File: src/rtl/mdio_pkg.sv
package mdio_pkg;
  localparam int CMD_W  = 32;
  localparam int DATA_W = 16;

  typedef enum logic [1:0] {
    RA_CTRL   = 2'd0,
    RA_CFG    = 2'd1,
    RA_STATUS = 2'd2,
    RA_CMD    = 2'd3
  } reg_addr_e;

  localparam int EN_BIT   = 4;
  localparam int IDLE_BIT = 2;
  localparam int DIV_BIT  = 0;
  localparam logic [1:0] OP_READ = 2'b10;
endpackage

File: src/rtl/mdio_clkgen.sv
module mdio_clkgen #(
  parameter int DIV_A = 32,
  parameter int DIV_B = 48
) (
  input  logic clk,
  input  logic rst,
  input  logic active,
  input  logic sel_b,
  output logic mdc,
  output logic rise,
  output logic fall
);
  localparam int DMAX = (DIV_A > DIV_B) ? DIV_A : DIV_B;
  localparam int CW   = $clog2(DMAX);
  localparam logic [CW-1:0] LIM_A  = CW'(DIV_A - 1);
  localparam logic [CW-1:0] LIM_B  = CW'(DIV_B - 1);
  localparam logic [CW-1:0] HALF_A = CW'(DIV_A / 2 - 1);
  localparam logic [CW-1:0] HALF_B = CW'(DIV_B / 2 - 1);

  logic [CW-1:0] cnt;
  logic [CW-1:0] lim, half;

  assign lim  = sel_b ? LIM_B : LIM_A;
  assign half = sel_b ? HALF_B : HALF_A;
  assign rise = active && (cnt == half);
  assign fall = active && (cnt == lim);

  always_ff @(posedge clk) begin
    if (rst || !active) begin
      cnt <= '0;
      mdc <= 1'b0;
    end else begin
      if (fall) begin
        cnt <= '0;
        mdc <= 1'b0;
      end else begin
        cnt <= cnt + 1'b1;
        if (rise) mdc <= 1'b1;
      end
    end
  end

  // MDC parks low whenever the port is not running
  p_mdc_park_r10: assert property (@(posedge clk) disable iff (rst)
    !active |=> !mdc);
  // a falling strobe always takes MDC low
  p_fall_low_r2: assert property (@(posedge clk) disable iff (rst)
    fall |=> !mdc);
endmodule

File: src/rtl/mdio_shifter.sv
module mdio_shifter #(
  parameter int PRE_LEN = 32,
  parameter int CMD_W   = 32,
  parameter int DATA_W  = 16
) (
  input  logic              clk,
  input  logic              rst,
  input  logic              start,
  input  logic              abort,
  input  logic [CMD_W-1:0]  cmd,
  input  logic              rise,
  input  logic              fall,
  input  logic              mdio_i,
  output logic              busy,
  output logic              mdio_o,
  output logic              mdio_oe,
  output logic [DATA_W-1:0] rd_data,
  output logic              rd_done
);
  import mdio_pkg::*;
  localparam int FRAME  = PRE_LEN + CMD_W;
  localparam int IW     = $clog2(FRAME);
  localparam int TA_IDX = FRAME - DATA_W - 2;
  localparam logic [IW-1:0] LAST    = IW'(FRAME - 1);
  localparam logic [IW-1:0] REL_PRE = IW'(TA_IDX - 1);
  localparam logic [IW-1:0] D_FIRST = IW'(FRAME - DATA_W);

  logic [FRAME-1:0] sh;
  logic [IW-1:0]    idx;
  logic             is_rd;

  assign mdio_o = sh[FRAME-1];

  always_ff @(posedge clk) begin
    rd_done <= 1'b0;
    if (rst) begin
      sh      <= '1;
      idx     <= '0;
      busy    <= 1'b0;
      is_rd   <= 1'b0;
      mdio_oe <= 1'b0;
      rd_data <= '0;
    end else if (abort) begin
      busy    <= 1'b0;
      mdio_oe <= 1'b0;
    end else if (start) begin
      sh      <= {{PRE_LEN{1'b1}}, cmd};
      idx     <= '0;
      busy    <= 1'b1;
      is_rd   <= (cmd[29:28] == OP_READ);
      mdio_oe <= 1'b1;
    end else if (busy) begin
      if (rise && is_rd && idx >= D_FIRST)
        rd_data <= {rd_data[DATA_W-2:0], mdio_i};
      if (fall) begin
        sh <= {sh[FRAME-2:0], 1'b1};
        if (idx == LAST) begin
          busy    <= 1'b0;
          mdio_oe <= 1'b0;
          rd_done <= is_rd;
        end else begin
          idx <= idx + 1'b1;
          if (is_rd && idx == REL_PRE) mdio_oe <= 1'b0;
        end
      end
    end
  end

  // between falling strobes the driven bit holds
  p_mdio_hold_r2: assert property (@(posedge clk) disable iff (rst)
    (busy && !fall) |=> $stable(mdio_o));
  // nothing driven once the frame is over
  p_release_idle_r10: assert property (@(posedge clk) disable iff (rst)
    (!busy && !start) |=> !mdio_oe);
  // a finished read reports completion only from a busy frame
  p_done_from_busy_r4: assert property (@(posedge clk) disable iff (rst)
    rd_done |-> !busy && $past(busy));
endmodule

File: src/rtl/mdio_master.sv
module mdio_master #(
  parameter int PRE_LEN = 32,
  parameter int DIV_A   = 32,
  parameter int DIV_B   = 48
) (
  input  logic        clk,
  input  logic        rst,
  input  logic        host_we,
  input  logic        host_re,
  input  logic [1:0]  host_addr,
  input  logic [31:0] host_wdata,
  output logic [31:0] host_rdata,
  output logic        mdc,
  output logic        mdio_o,
  output logic        mdio_oe,
  input  logic        mdio_i
);
  import mdio_pkg::*;

  logic              en_q, div_cfg_q, div_run_q;
  logic [CMD_W-1:0]  cmd_q;
  logic              busy, start, abort, rise, fall, rd_done;
  logic [DATA_W-1:0] rd_data;
  logic              cmd_wr;

  assign cmd_wr = host_we && (host_addr == RA_CMD);
  assign start  = cmd_wr && en_q && !busy;
  assign abort  = busy && !en_q;

  always_ff @(posedge clk) begin
    if (rst) begin
      en_q      <= 1'b0;
      div_cfg_q <= 1'b0;
      div_run_q <= 1'b0;
      cmd_q     <= '0;
    end else begin
      if (host_we && host_addr == RA_CTRL) en_q      <= host_wdata[EN_BIT];
      if (host_we && host_addr == RA_CFG)  div_cfg_q <= host_wdata[DIV_BIT];
      if (start) begin
        cmd_q     <= host_wdata;
        div_run_q <= div_cfg_q;
      end else if (rd_done) begin
        cmd_q[DATA_W-1:0] <= rd_data;
      end
    end
  end

  always_ff @(posedge clk) begin
    if (rst) begin
      host_rdata <= '0;
    end else if (host_re) begin
      host_rdata <= '0;
      case (host_addr)
        RA_CTRL:   host_rdata[EN_BIT]   <= en_q;
        RA_CFG:    host_rdata[DIV_BIT]  <= div_cfg_q;
        RA_STATUS: host_rdata[IDLE_BIT] <= !busy;
        default:   host_rdata           <= cmd_q;
      endcase
    end
  end

  mdio_clkgen #(.DIV_A(DIV_A), .DIV_B(DIV_B)) u_clk (
    .clk(clk), .rst(rst), .active(busy), .sel_b(div_run_q),
    .mdc(mdc), .rise(rise), .fall(fall)
  );

  mdio_shifter #(.PRE_LEN(PRE_LEN), .CMD_W(CMD_W), .DATA_W(DATA_W)) u_shift (
    .clk(clk), .rst(rst), .start(start), .abort(abort), .cmd(host_wdata),
    .rise(rise), .fall(fall), .mdio_i(mdio_i), .busy(busy),
    .mdio_o(mdio_o), .mdio_oe(mdio_oe), .rd_data(rd_data), .rd_done(rd_done)
  );

  // an accepted command makes the port busy on the next cycle
  p_start_busy_r6: assert property (@(posedge clk) disable iff (rst)
    start |=> busy);
  // a command write during a frame leaves the stored command alone
  p_busy_ignore_r7: assert property (@(posedge clk) disable iff (rst)
    (busy && cmd_wr) |=> $stable(cmd_q[CMD_W-1:DATA_W]));
  // with the enable clear the port is idle one cycle later
  p_disabled_idle_r8: assert property (@(posedge clk) disable iff (rst)
    !en_q |=> !busy);
  // read completion keeps the address half of the command
  p_rd_keep_hi_r4: assert property (@(posedge clk) disable iff (rst)
    rd_done |=> $stable(cmd_q[CMD_W-1:DATA_W]));
endmodule

File: config.mk
export PLATFORM = sky130hd
export DESIGN_NAME = mdio_master
export DESIGN_NICKNAME = d
export VERILOG_FILES = /design/src/rtl/mdio_pkg.sv /design/src/rtl/mdio_clkgen.sv /design/src/rtl/mdio_shifter.sv /design/src/rtl/mdio_master.sv
export SDC_FILE = /design/constraint.sdc
export NUM_CORES = 1
export LEC_CHECK = 0
export BUFFER_PORTS_ARGS = -buffer_cell sky130_fd_sc_hd__buf_2
export CAP_MARGIN = 0
export CORE_MARGIN = 2
export CORE_UTILIZATION = 61
export CTS_BUF_LIST = sky130_fd_sc_hd__clkbuf_8
export DETAILED_ROUTE_END_ITERATION = 8
export GPL_TIMING_DRIVEN = 0
export HOLD_SLACK_MARGIN = 0.15
export PLACE_DENSITY_LB_ADDON = 0.08
export SLEW_MARGIN = 20
export SYNTH_ARGS = -nofsm -noshare
export SYNTH_HDL_FRONTEND = slang
export SYNTH_SLANG_ARGS = --single-unit
File: constraint.sdc
create_clock -name clk -period 2.2 [get_ports clk]
set_clock_uncertainty 0.05 [all_clocks]
set_input_delay 0.33 -clock clk [delete_from_list [all_inputs] [get_ports clk]]
set_output_delay 0.33 -clock clk [all_outputs]
set_load 0.02 [all_outputs]
==> impl_metrics.env, run 1 <==
export IMPL_worstHoldPathType="in2reg"
export IMPL_critical_path_arrival_ns=2.37
export IMPL_floorplan_die_area_um2=12300
export IMPL_crit_chain="or3b_4 -> a211o_1 -> buf_6 -> buf_2 -> a211oi_1 -> o21ai_1"
export IMPL_routed_via_density=6.01
export IMPL_hold_path_cell_count=3
export IMPL_detail_route_wirelength_um=18500
export IMPL_final_core_utilization=0.720
export IMPL_final_common_cell="dfxtp_1"
export IMPL_post_route_setup_tns_ns=0
export IMPL_yosys_most_used_dff="dfxtp_1"
export IMPL_timing_final_max_slew_violations=0
export IMPL_worst_ir_drop_vdd_mv=0.585
export IMPL_clock_tree_from_tritoncts="yes"
export IMPL_min_to="host_rdata[0]"
export IMPL_antenna_found_initial=0
export IMPL_worst_path_max_fanout=10
export IMPL_groute_usage_overall=0.313
export IMPL_worst_setup_path_type="reg2reg"
export IMPL_pin_count=74
export IMPL_detail_route_antenna_nets=0
export IMPL_mappedNetlistNets=885
export IMPL_diodes_inserted=0
export IMPL_critical_path_startpoint_type="register"
export IMPL_slew_limit_headroom=0.627
export IMPL_clock_tree_root_cell="clkbuf_8"
export IMPL_post_detail_place_hpwl_um=12900
export IMPL_cp_data_required_time_ns=2.47
export IMPL_synth_sequential_area_ratio=0.471
export IMPL_synth_area_um2=6980
export IMPL_stdcell_area_um2=8120
export IMPL_clk_transition_reported_paths_ns=0.08
export IMPL_tightest_slew_ns=0.560
export IMPL_static_leakage_power_nw=3.10
export IMPL_fraction_of_power_consumed_by_the_clock_network=0.386
export IMPL_critical_path_slowest_cell="or3b_4"
export IMPL_post_drt_wl_per_cell_um=16.8
export IMPL_final_min_clock_period_ns=2.10
export IMPL_fmaxAchievable_ghz=0.477
export IMPL_ctsLongestPathBuffers=2
export IMPL_synth_lib_cells_used_distinct=45
export IMPL_cts_htree_levels=4
export IMPL_start_util=0.619
export IMPL_rsz0062_at_grt="false"
export IMPL_swShare=0.225
export IMPL_async_reset_ff_frac=0
export IMPL_final_nets=992
export IMPL_cts_made_buffers=17
export IMPL_critical_path_top_delay_family="compound AO/OA/AOI/OAI gates"
export IMPL_ff2ff_setup_slack_ns=0.10
export IMPL_dr_pass1_iters=6
export IMPL_placementRows=39
export IMPL_setup_viol_count_final=0
export IMPL_timing_hold_violations_final=0
export IMPL_buffer_ports_inserted=70
export IMPL_ys_ff_latch=164
export IMPL_dieWidth_um=111
export IMPL_gp_congestion=0.920
export IMPL_grt_first_pass_wirelength_um=31300
export IMPL_first_global_vias=6333
export IMPL_crit_buf_inv=2
export IMPL_detailroute_via_count=6647
export IMPL_p_comb_frac=0.040
export IMPL_initialDrtViolationCount=528
export IMPL_number_of_enable_flip_flop_cells_after_synthesis=0
export IMPL_maxCapViolations=0
export IMPL_power_switching_mw=1.17
export IMPL_fp_dieH_um=111
export IMPL_end_kind="register"
export IMPL_post_dp_cell_area_um2=7510
export IMPL_total_congestion_overflow=0
export IMPL_post_route_period_util=0.954
export IMPL_crit_reg2reg_launch="div_run_q"
export IMPL_internal_power_mw=4.04
export IMPL_worstReg2RegEnd="u_shift.sh[31]"
export IMPL_largest_net_degree_at_the_start_of_global_routing=17
export IMPL_r2r_worst_path_cells=6
export IMPL_min_from="host_addr[0]"
export IMPL_syn2layout_area_growth_pct=16.3
export IMPL_synthesis_instances=843
export IMPL_clock_sinks=164
export IMPL_syn_avg_cell_area_um2=8.28
export IMPL_clk_latency_ns=0.46
export IMPL_status="finished clean"
export IMPL_post_route_cells_drive_above_1_share=0.138
export IMPL_worst_slack_ns=0.102
export IMPL_synthesis_yosys_warnings=0
export IMPL_core_area_um2=11300
export IMPL_commonest_cells_after_routing_fill_and_taps_aside="dfxtp_1, nor3_1, buf_2"
export IMPL_remaining_drc_errors=0
export IMPL_place_ws_ns=-0.258
export IMPL_seq_power_share=0.574
export IMPL_max_stage_delay_ns=0.45
export IMPL_powerDensity_nw_per_um2=642
-- through the flow --
stage	hold slack (ns)	total power [mW]	cells
6_report	0.180	5.21	1106
5_1_grt	0.179	5.36	1106
4_1_cts	0.168	5.21	1107
3_5_place_dp	0.389	3.24	1056
3_3_place_gp	0.380	3.23	1056
2_1_floorplan	0.368	3.15	843
-- tightest hold or removal path: stages --
cell and delay [ns]:
buf_2 0.16, nand3_1 0.10, a21oi_1 0.06
-- cells by family (layout without fill, tap and decap cells) --
logic type                 count (synthesis)  count (layout)  share of synthesized area
AOI/OAI and AO/OA                        231             231                      0.195
and+or+nand+nor                          335             335                      0.245
adders and majority gates                  3               3                    0.00538
DFF                                      164             164                      0.471
xor gates and xnor gates                   4               4                    0.00502
muxes                                     20              20                     0.0289
buffers and inverters                     86             206                     0.0500
-- metal layers --
layer | wire length, µm | vias to the layer above | GRT usage
met3 | 1020 | 38 | 0.0694
met4 | 400 | 0 | 0.118
met1 | 8360 | 3157 | 0.415
met5 | 0 | - | 0
met2 | 8750 | 243 | 0.502
li1 | - | 3209 | -
-- power by group through the flow --
stage | logic [mW] | registers [mW] | clock network [mW]
3_5_place_dp | 0.174 | 3.06 | 0
5_1_grt | 0.224 | 3.00 | 2.14
6_report | 0.207 | 2.99 | 2.01
4_1_cts | 0.202 | 2.99 | 2.02
2_1_floorplan | 0.0919 | 3.06 | 0
3_3_place_gp | 0.169 | 3.06 | 0
-- registers in the layout, summed over array words and instances (netlist names) --
signal	flops
cmd_q	32
div_cfg_q	1
div_run_q	1
en_q	1
host_rdata	32
u_clk.cnt	6
u_clk.mdc	1
u_shift.busy	1
u_shift.idx	6
u_shift.is_rd	1
u_shift.mdio_oe	1
u_shift.rd_data	16
u_shift.rd_done	1
u_shift.sh	64
-- what timing repair did --
item                                    4_1_cts  5_1_grt
hold buffers                                 19        0
endpoints found under the hold margin        20        0
setup buffers                                 0        1
resized for setup                             6       21
endpoints found under the setup margin       82      100
pin swaps                                     0        1
-- synthesized netlist by cell type, types with 2 or more instances --
cell type,count,share of area
inv_1,5,0.0027
nor3_1,100,0.072
and3_1,33,0.030
nand2b_1,3,0.0027
o22ai_1,3,0.0027
clkbuf_1,64,0.034
dfxtp_1,164,0.47
nand4_1,3,0.0027
nand4b_1,2,0.0025
a22oi_1,17,0.018
a21oi_1,69,0.049
nand2_1,60,0.032
buf_1,3,0.0016
a21o_1,15,0.016
nor2b_1,30,0.027
a21boi_0,16,0.017
a31oi_1,2,0.0018
xnor2_1,3,0.0038
nand3b_1,4,0.0043
nor2_1,46,0.025
nand3_1,27,0.019
ha_1,3,0.0054
nor3b_1,3,0.0032
o21ai_0,55,0.039
buf_2,12,0.0086
or3_1,18,0.016
mux2i_1,19,0.027
o21ai_1,28,0.020
a211oi_1,20,0.022
-- final cells by class --
class	instances	area [µm²]
inverters	5	18.8
well taps	143	179
clock inverters	11	71.3
fillers	884	3160
multi-input cells	593	3390
clock buffers	21	289
repair buffers	90	548
flip-flops and latches	164	3280
plain buffers	79	339
-- how the worst max path moves through the flow --
stage / startpoint / endpoint / slack, ns / cells after the start
after CTS: u_clk.cnt[4] / u_shift.sh[3] / 0.01 / 6
final: div_run_q / u_shift.sh[31] / 0.10 / 6
after global placement: host_addr[0] / u_shift.is_rd / -0.22 / 7
after detailed placement: host_addr[0] / u_shift.mdio_oe / -0.26 / 7
after global routing: div_run_q / u_shift.sh[31] / 0.01 / 6
after floorplan: u_clk.cnt[4] / u_shift.sh[25] / 0.31 / 6
Power figures use the tool's default switching activity.
==> run 2, diff against run 1 <==
--- a/config.mk
+++ b/config.mk
@@ -8,7 +8,7 @@
 export BUFFER_PORTS_ARGS = -buffer_cell sky130_fd_sc_hd__buf_2
 export CAP_MARGIN = 0
 export CORE_MARGIN = 2
-export CORE_UTILIZATION = 61
+export CORE_UTILIZATION = 45
 export CTS_BUF_LIST = sky130_fd_sc_hd__clkbuf_8
 export DETAILED_ROUTE_END_ITERATION = 8
 export GPL_TIMING_DRIVEN = 0
==> run 2 against run 1 <==
  * Non-clock buffer count increased by 1
  * Die area increased by 34%
  * First-iteration DRC count decreased by 13%
  * Global-route usage decreased by 7.5 points
  * Setup slack got worse by 0.023 ns
  * Maximum frequency decreased by 1.1%
  * Worst hold slack improved by 0.0019 ns
  * Sequential share of layout area decreased by 0.54 points
  * Wire length increased by 4.7%
  * Sequential power about the same
  * Final cell count increased by 4.2%
  * Power increased by 4.9%
  * Largest power group unchanged
==> impl_metrics.env, run 2 (same netlist as run 1, synthesis figures left out) <==
export IMPL_final_cells=1152
export IMPL_core_area_um2=15200
export IMPL_hold_path_cell_count=3
export IMPL_groute_usage_overall=0.237
export IMPL_gp_congestion=0.829
export IMPL_syn2layout_area_growth_pct=17.9
export IMPL_min_from="host_addr[1]"
export IMPL_critical_path_arrival_ns=2.40
export IMPL_detailroute_via_count=6432
export IMPL_grt_first_pass_wirelength_um=31000
export IMPL_place_ws_ns=-0.370
export IMPL_post_route_cells_drive_above_1_share=0.146
export IMPL_total_power_mw=5.47
export IMPL_clk_latency_ns=0.46
export IMPL_ctsLongestPathBuffers=2
export IMPL_cp_data_required_time_ns=2.48
export IMPL_worstReg2RegEnd="u_shift.sh[22]"
export IMPL_setup_viol_count_final=0
export IMPL_pin_count=74
export IMPL_crit_buf_inv=2
export IMPL_timing_hold_violations_final=0
export IMPL_clock_tree_from_tritoncts="yes"
export IMPL_cts_made_buffers=17
export IMPL_post_drt_wl_per_cell_um=16.8
export IMPL_total_congestion_overflow=0
export IMPL_worst_ir_drop_vdd_mv=0.548
export IMPL_post_detail_place_hpwl_um=13800
export IMPL_post_route_period_util=0.964
export IMPL_buffer_ports_inserted=70
export IMPL_final_min_clock_period_ns=2.12
export IMPL_clk_transition_reported_paths_ns=0.09
export IMPL_min_to="host_rdata[2]"
export IMPL_biggest_registers_after_layout="u_shift.sh: 64 flops, cmd_q: 32 flops, host_rdata: 32 flops"
export IMPL_worst_path_max_fanout=10
export IMPL_first_global_vias=6077
export IMPL_placementRows=45
export IMPL_timing_final_max_slew_violations=0
export IMPL_clock_sinks=164
export IMPL_rsz0062_at_grt="true"
export IMPL_crit_chain="or3b_4 -> a211o_1 -> buf_6 -> buf_2 -> a211oi_1 -> o21ai_1"
export IMPL_largest_reg_flops=64
export IMPL_floorplan_die_area_um2=16500
export IMPL_dieWidth_um=129
export IMPL_detail_route_antenna_nets=0
export IMPL_dr_pass1_iters=5
export IMPL_ff2ff_setup_slack_ns=0.08
export IMPL_antenna_found_initial=0
export IMPL_number_of_inserted_filler_cells_in_the_final_layout=1422
export IMPL_initialDrtViolationCount=462
export IMPL_cts_htree_levels=4
export IMPL_r2r_worst_path_cells=6
export IMPL_start_util=0.459
export IMPL_crit_reg2reg_launch="div_run_q"
export IMPL_worst_slack_ns=0.0794
export IMPL_remaining_drc_errors=0
export IMPL_status="finished clean"
export IMPL_end_kind="register"
export IMPL_max_stage_delay_ns=0.46
export IMPL_final_nets=993
export IMPL_final_common_cell="dfxtp_1"
export IMPL_fp_dieH_um=129
export IMPL_post_place_cells=1101
export IMPL_critical_path_startpoint_type="register"
export IMPL_tightest_slew_ns=0.588
export IMPL_worst_setup_path_type="reg2reg"
export IMPL_routed_via_density=5.58
export IMPL_static_leakage_power_nw=3.10
export IMPL_largest_net_degree_at_the_start_of_global_routing=17
export IMPL_clock_tree_root_cell="clkbuf_8"
export IMPL_powerDensity_nw_per_um2=664
export IMPL_maxCapViolations=0
export IMPL_critical_path_slowest_cell="or3b_4"
export IMPL_commonest_cells_after_routing_fill_and_taps_aside="dfxtp_1, nor3_1, buf_2"
export IMPL_critical_path_top_delay_family="compound AO/OA/AOI/OAI gates"
export IMPL_worstHoldPathType="in2reg"
export IMPL_diodes_inserted=0
export IMPL_fmaxAchievable_ghz=0.472
export IMPL_largest_register="u_shift.sh"
export IMPL_detail_route_wirelength_um=19400
export IMPL_slew_limit_headroom=0.608
## run 2: cell types whose count changed in the layout (fill, tap and decap cells not counted), sizes merged
cell,before,now
clkbuf,85,81
buf,86,88
clkinvlp,0,2
bufinv,1,2
clkinv,3,4
inv,12,11
## run 2: layout make-up
type	count	area (µm²)	share of cell area
Clock inverter	14	165	0.0201
Clock buffer	18	248	0.0301
Timing Repair Buffer	91	556	0.0675
Tap cell	188	235	0.0286
Buffer	79	338	0.0411
Inverter	5	18.8	0.00228
Sequential cell	164	3280	0.399
Multi-Input combinational cell	593	3380	0.411
## run 2: repair_timing
item	in CTS	in global routing
resized for setup	9	16
endpoints found under the hold margin	20	0
setup buffers	2	0
endpoints found under the setup margin	86	57
hold buffers	19	0
## run 2: where the power goes
| part | leakage, nW | internal, mW | switching, mW |
|---|---|---|---|
| clock network | 0.203 | 1.07 | 1.19 |
| logic | 1.57 | 0.0810 | 0.129 |
| registers | 1.32 | 2.98 | 0.0148 |
| total | 3.10 | 4.13 | 1.34 |
## run 2: per-layer routing
metal | up-vias | track usage | wire length [µm]
li1 | 3210 | - | -
met1 | 3054 | 0.318 | 9110
met2 | 155 | 0.391 | 9200
met3 | 13 | 0.0499 | 915
met4 | 0 | 0.0646 | 180
met5 | - | 0 | 0
## run 2: how the worst max path moves through the flow
| stage | from | to | slack (ns) | cells past startpoint |
|---|---|---|---|---|
| after global placement | host_addr[0] | u_shift.is_rd | -0.31 | 7 |
| after floorplan | u_clk.cnt[4] | u_shift.sh[25] | 0.31 | 6 |
| after global routing | u_clk.cnt[0] | u_shift.rd_data[14] | -0.02 | 6 |
| after detailed placement | host_addr[0] | u_shift.sh[58] | -0.37 | 7 |
| final | div_run_q | u_shift.sh[22] | 0.08 | 6 |
| after CTS | u_shift.busy | u_shift.rd_data[10] | 0.01 | 6 |
## run 2: metrics by stage
step                      TNS, ns  utilization  cell area (µm²)  hold WS (ns)
after global placement     -14.75        0.498             7560         0.379
after global routing      -0.0409        0.541             8230         0.172
final                           0        0.541             8230         0.182
after detailed placement   -19.57        0.498             7560         0.392
after CTS                       0        0.540             8210         0.151
after floorplan                 0            -             6980         0.368
## run 2: worst register-to-register path, stage by stage (launching register included)
cell and delay, ns:
dfxtp_1 0.39, or3b_4 0.46, a211o_1 0.33, buf_6 0.15, buf_2 0.18, a211oi_1 0.33, o21ai_1 0.10
==> run 3, diff against run 2 <==
--- a/config.mk
+++ b/config.mk
@@ -13,7 +13,8 @@
 export DETAILED_ROUTE_END_ITERATION = 8
 export GPL_TIMING_DRIVEN = 0
 export HOLD_SLACK_MARGIN = 0.15
-export PLACE_DENSITY_LB_ADDON = 0.08
+export PLACE_DENSITY_LB_ADDON = 0.15
+export REMOVE_ABC_BUFFERS = 1
 export SLEW_MARGIN = 20
 export SYNTH_ARGS = -nofsm -noshare
 export SYNTH_HDL_FRONTEND = slang
==> run 3 against run 2 <==
  * Worst hold slack worse by 0.0086 ns
  * Maximum frequency increased by 1.5%
  * Die area unchanged
  * Utilization rose by 0.32 points
  * Critical endpoint is now cmd_q[16]
==> impl_metrics.env, run 3 (same netlist as run 1, synthesis figures left out) <==
export IMPL_status="finished clean"
export IMPL_worst_path_max_fanout=35
export IMPL_syn2layout_area_growth_pct=18.6
export IMPL_tightest_slew_ns=1.10
export IMPL_cts_made_buffers=17
export IMPL_timing_hold_violations_final=0
export IMPL_routed_via_density=5.75
export IMPL_start_util=0.459
export IMPL_fmaxAchievable_ghz=0.478
export IMPL_ff2ff_setup_slack_ns=0.11
export IMPL_crit_path_from="u_shift.busy"
export IMPL_biggest_registers_after_layout="u_shift.sh: 64 flops, cmd_q: 32 flops, host_rdata: 32 flops"
export IMPL_antenna_found_initial=1
export IMPL_buffer_ports_inserted=73
export IMPL_timing_final_max_slew_violations=0
export IMPL_maxCapViolations=0
export IMPL_initialDrtViolationCount=551
export IMPL_post_dp_cell_area_um2=7520
export IMPL_critical_path_startpoint_type="register"
export IMPL_ctsLongestPathBuffers=2
export IMPL_total_power_mw=5.53
export IMPL_remaining_drc_errors=0
export IMPL_post_drt_wl_per_cell_um=16.4
export IMPL_cts_htree_levels=4
export IMPL_largest_net_degree_at_the_start_of_global_routing=85
export IMPL_total_congestion_overflow=0
export IMPL_clk_transition_reported_paths_ns=0.09
export IMPL_post_detail_place_hpwl_um=10200
export IMPL_worstHoldPathType="in2reg"
export IMPL_gp_congestion=0.732
export IMPL_clk_latency_ns=0.45
export IMPL_cp_data_required_time_ns=2.55
export IMPL_final_core_utilization=0.544
export IMPL_diodes_inserted=0
export IMPL_finalHoldWorstSlack_ns=0.173
export IMPL_commonest_cells_after_routing_fill_and_taps_aside="dfxtp_1, nor3_1, buf_2"
export IMPL_dr_pass1_iters=5
export IMPL_cp_endpoint="cmd_q[16]"
export IMPL_stdcell_area_um2=8280
export IMPL_detail_route_wirelength_um=18100
export IMPL_clock_tree_root_cell="clkbuf_8"
export IMPL_final_common_cell="dfxtp_1"
export IMPL_crit_reg2reg_launch="u_shift.busy"
export IMPL_final_min_clock_period_ns=2.09
export IMPL_pin_count=74
export IMPL_r2r_worst_path_cells=6
export IMPL_groute_usage_overall=0.223
export IMPL_routed_wl_met2_um=8430
export IMPL_final_nets=939
export IMPL_post_route_cells_drive_above_1_share=0.156
export IMPL_grt_first_pass_wirelength_um=29400
export IMPL_post_route_period_util=0.950
export IMPL_clock_tree_from_tritoncts="yes"
export IMPL_crit_chain="inv_4 -> buf_16 -> nand2_4 -> nand2_1 -> a21oi_1 -> dlygate4sd3_1"
export IMPL_detailroute_via_count=6309
export IMPL_post_place_cells=1035
export IMPL_worst_ir_drop_vdd_mv=0.337
export IMPL_critical_path_top_delay_family="buffers and inverters"
export IMPL_crit_buf_inv=3
export IMPL_end_kind="register"
export IMPL_static_leakage_power_nw=3.11
export IMPL_critical_path_arrival_ns=2.44
export IMPL_floorplan_die_area_um2=16500
export IMPL_critical_path_slowest_cell="dfxtp_4"
export IMPL_powerDensity_nw_per_um2=669
export IMPL_first_global_vias=5887
export IMPL_placementRows=45
export IMPL_largest_register="u_shift.sh"
export IMPL_detailroute_wirelength_met3_um=841
export IMPL_largest_reg_flops=64
export IMPL_final_cells=1098
export IMPL_detail_route_antenna_nets=0
export IMPL_clock_sinks=164
export IMPL_dieWidth_um=129
export IMPL_setup_viol_count_final=0
export IMPL_critical_path_cell_count=6
export IMPL_met1Wirelength_um=8490
export IMPL_slew_limit_headroom=0.269
export IMPL_core_area_um2=15200
export IMPL_top_layer="met5"
export IMPL_max_stage_delay_ns=0.55
export IMPL_worstReg2RegEnd="cmd_q[16]"
export IMPL_fp_dieH_um=129
export IMPL_worst_setup_path_type="reg2reg"
## run 3: cell type report
type	count	area, µm²
multi-input combinational	596	3430
clock inverter	12	155
fill	1404	6930
timing repair buffer	113	863
tap	188	235
inverter	5	23.8
sequential	164	3290
clock buffer	20	275
## run 3: power breakdown
group          switching [mW]  internal, mW
sequential             0.0163          2.98
combinational           0.121        0.0824
clock                    1.12          1.21
## run 3: worst min path at each step
stage,start,to,slack [ns],cells after the start
after floorplan,rst,cmd_q[16],0.35,1
after global placement,u_clk.cnt[0],u_clk.cnt[0],0.38,1
after detailed placement,u_clk.cnt[0],u_clk.cnt[0],0.40,1
after CTS,host_wdata[14],cmd_q[14],0.16,3
after global routing,host_wdata[12],cmd_q[12],0.16,3
final,host_wdata[12],cmd_q[12],0.17,3
## run 3: metal layers
| layer | global-route usage | up-vias |
|---|---|---|
| met2 | 0.374 | 174 |
| li1 | - | 3107 |
| met3 | 0.0407 | 27 |
| met5 | 0 | - |
| met1 | 0.288 | 2999 |
| met4 | 0.0806 | 2 |
## run 3: stage by stage
stage / setup TNS, ns / setup slack (ns)
6_report: 0 / 0.110
4_1_cts: 0 / 0.0285
3_3_place_gp: -497.47 / -5.16
3_5_place_dp: -53.24 / -0.669
2_1_floorplan: -237.66 / -2.79
5_1_grt: -0.000594 / -0.000594
## run 3: tightest hold or removal path, stage by stage
cell and delay [ns]:
buf_2 0.08, or3_1 0.10, and3_1 0.14
## run 3: what timing repair did
item / CTS / global route
pin swaps: 5 / 1
cloned: 3 / 0
setup endpoints to repair: 127 / 32
endpoints found under the hold margin: 31 / 0
hold buffers: 23 / 0
gates resized for setup: 5 / 5
buffers inserted: 4 / 1
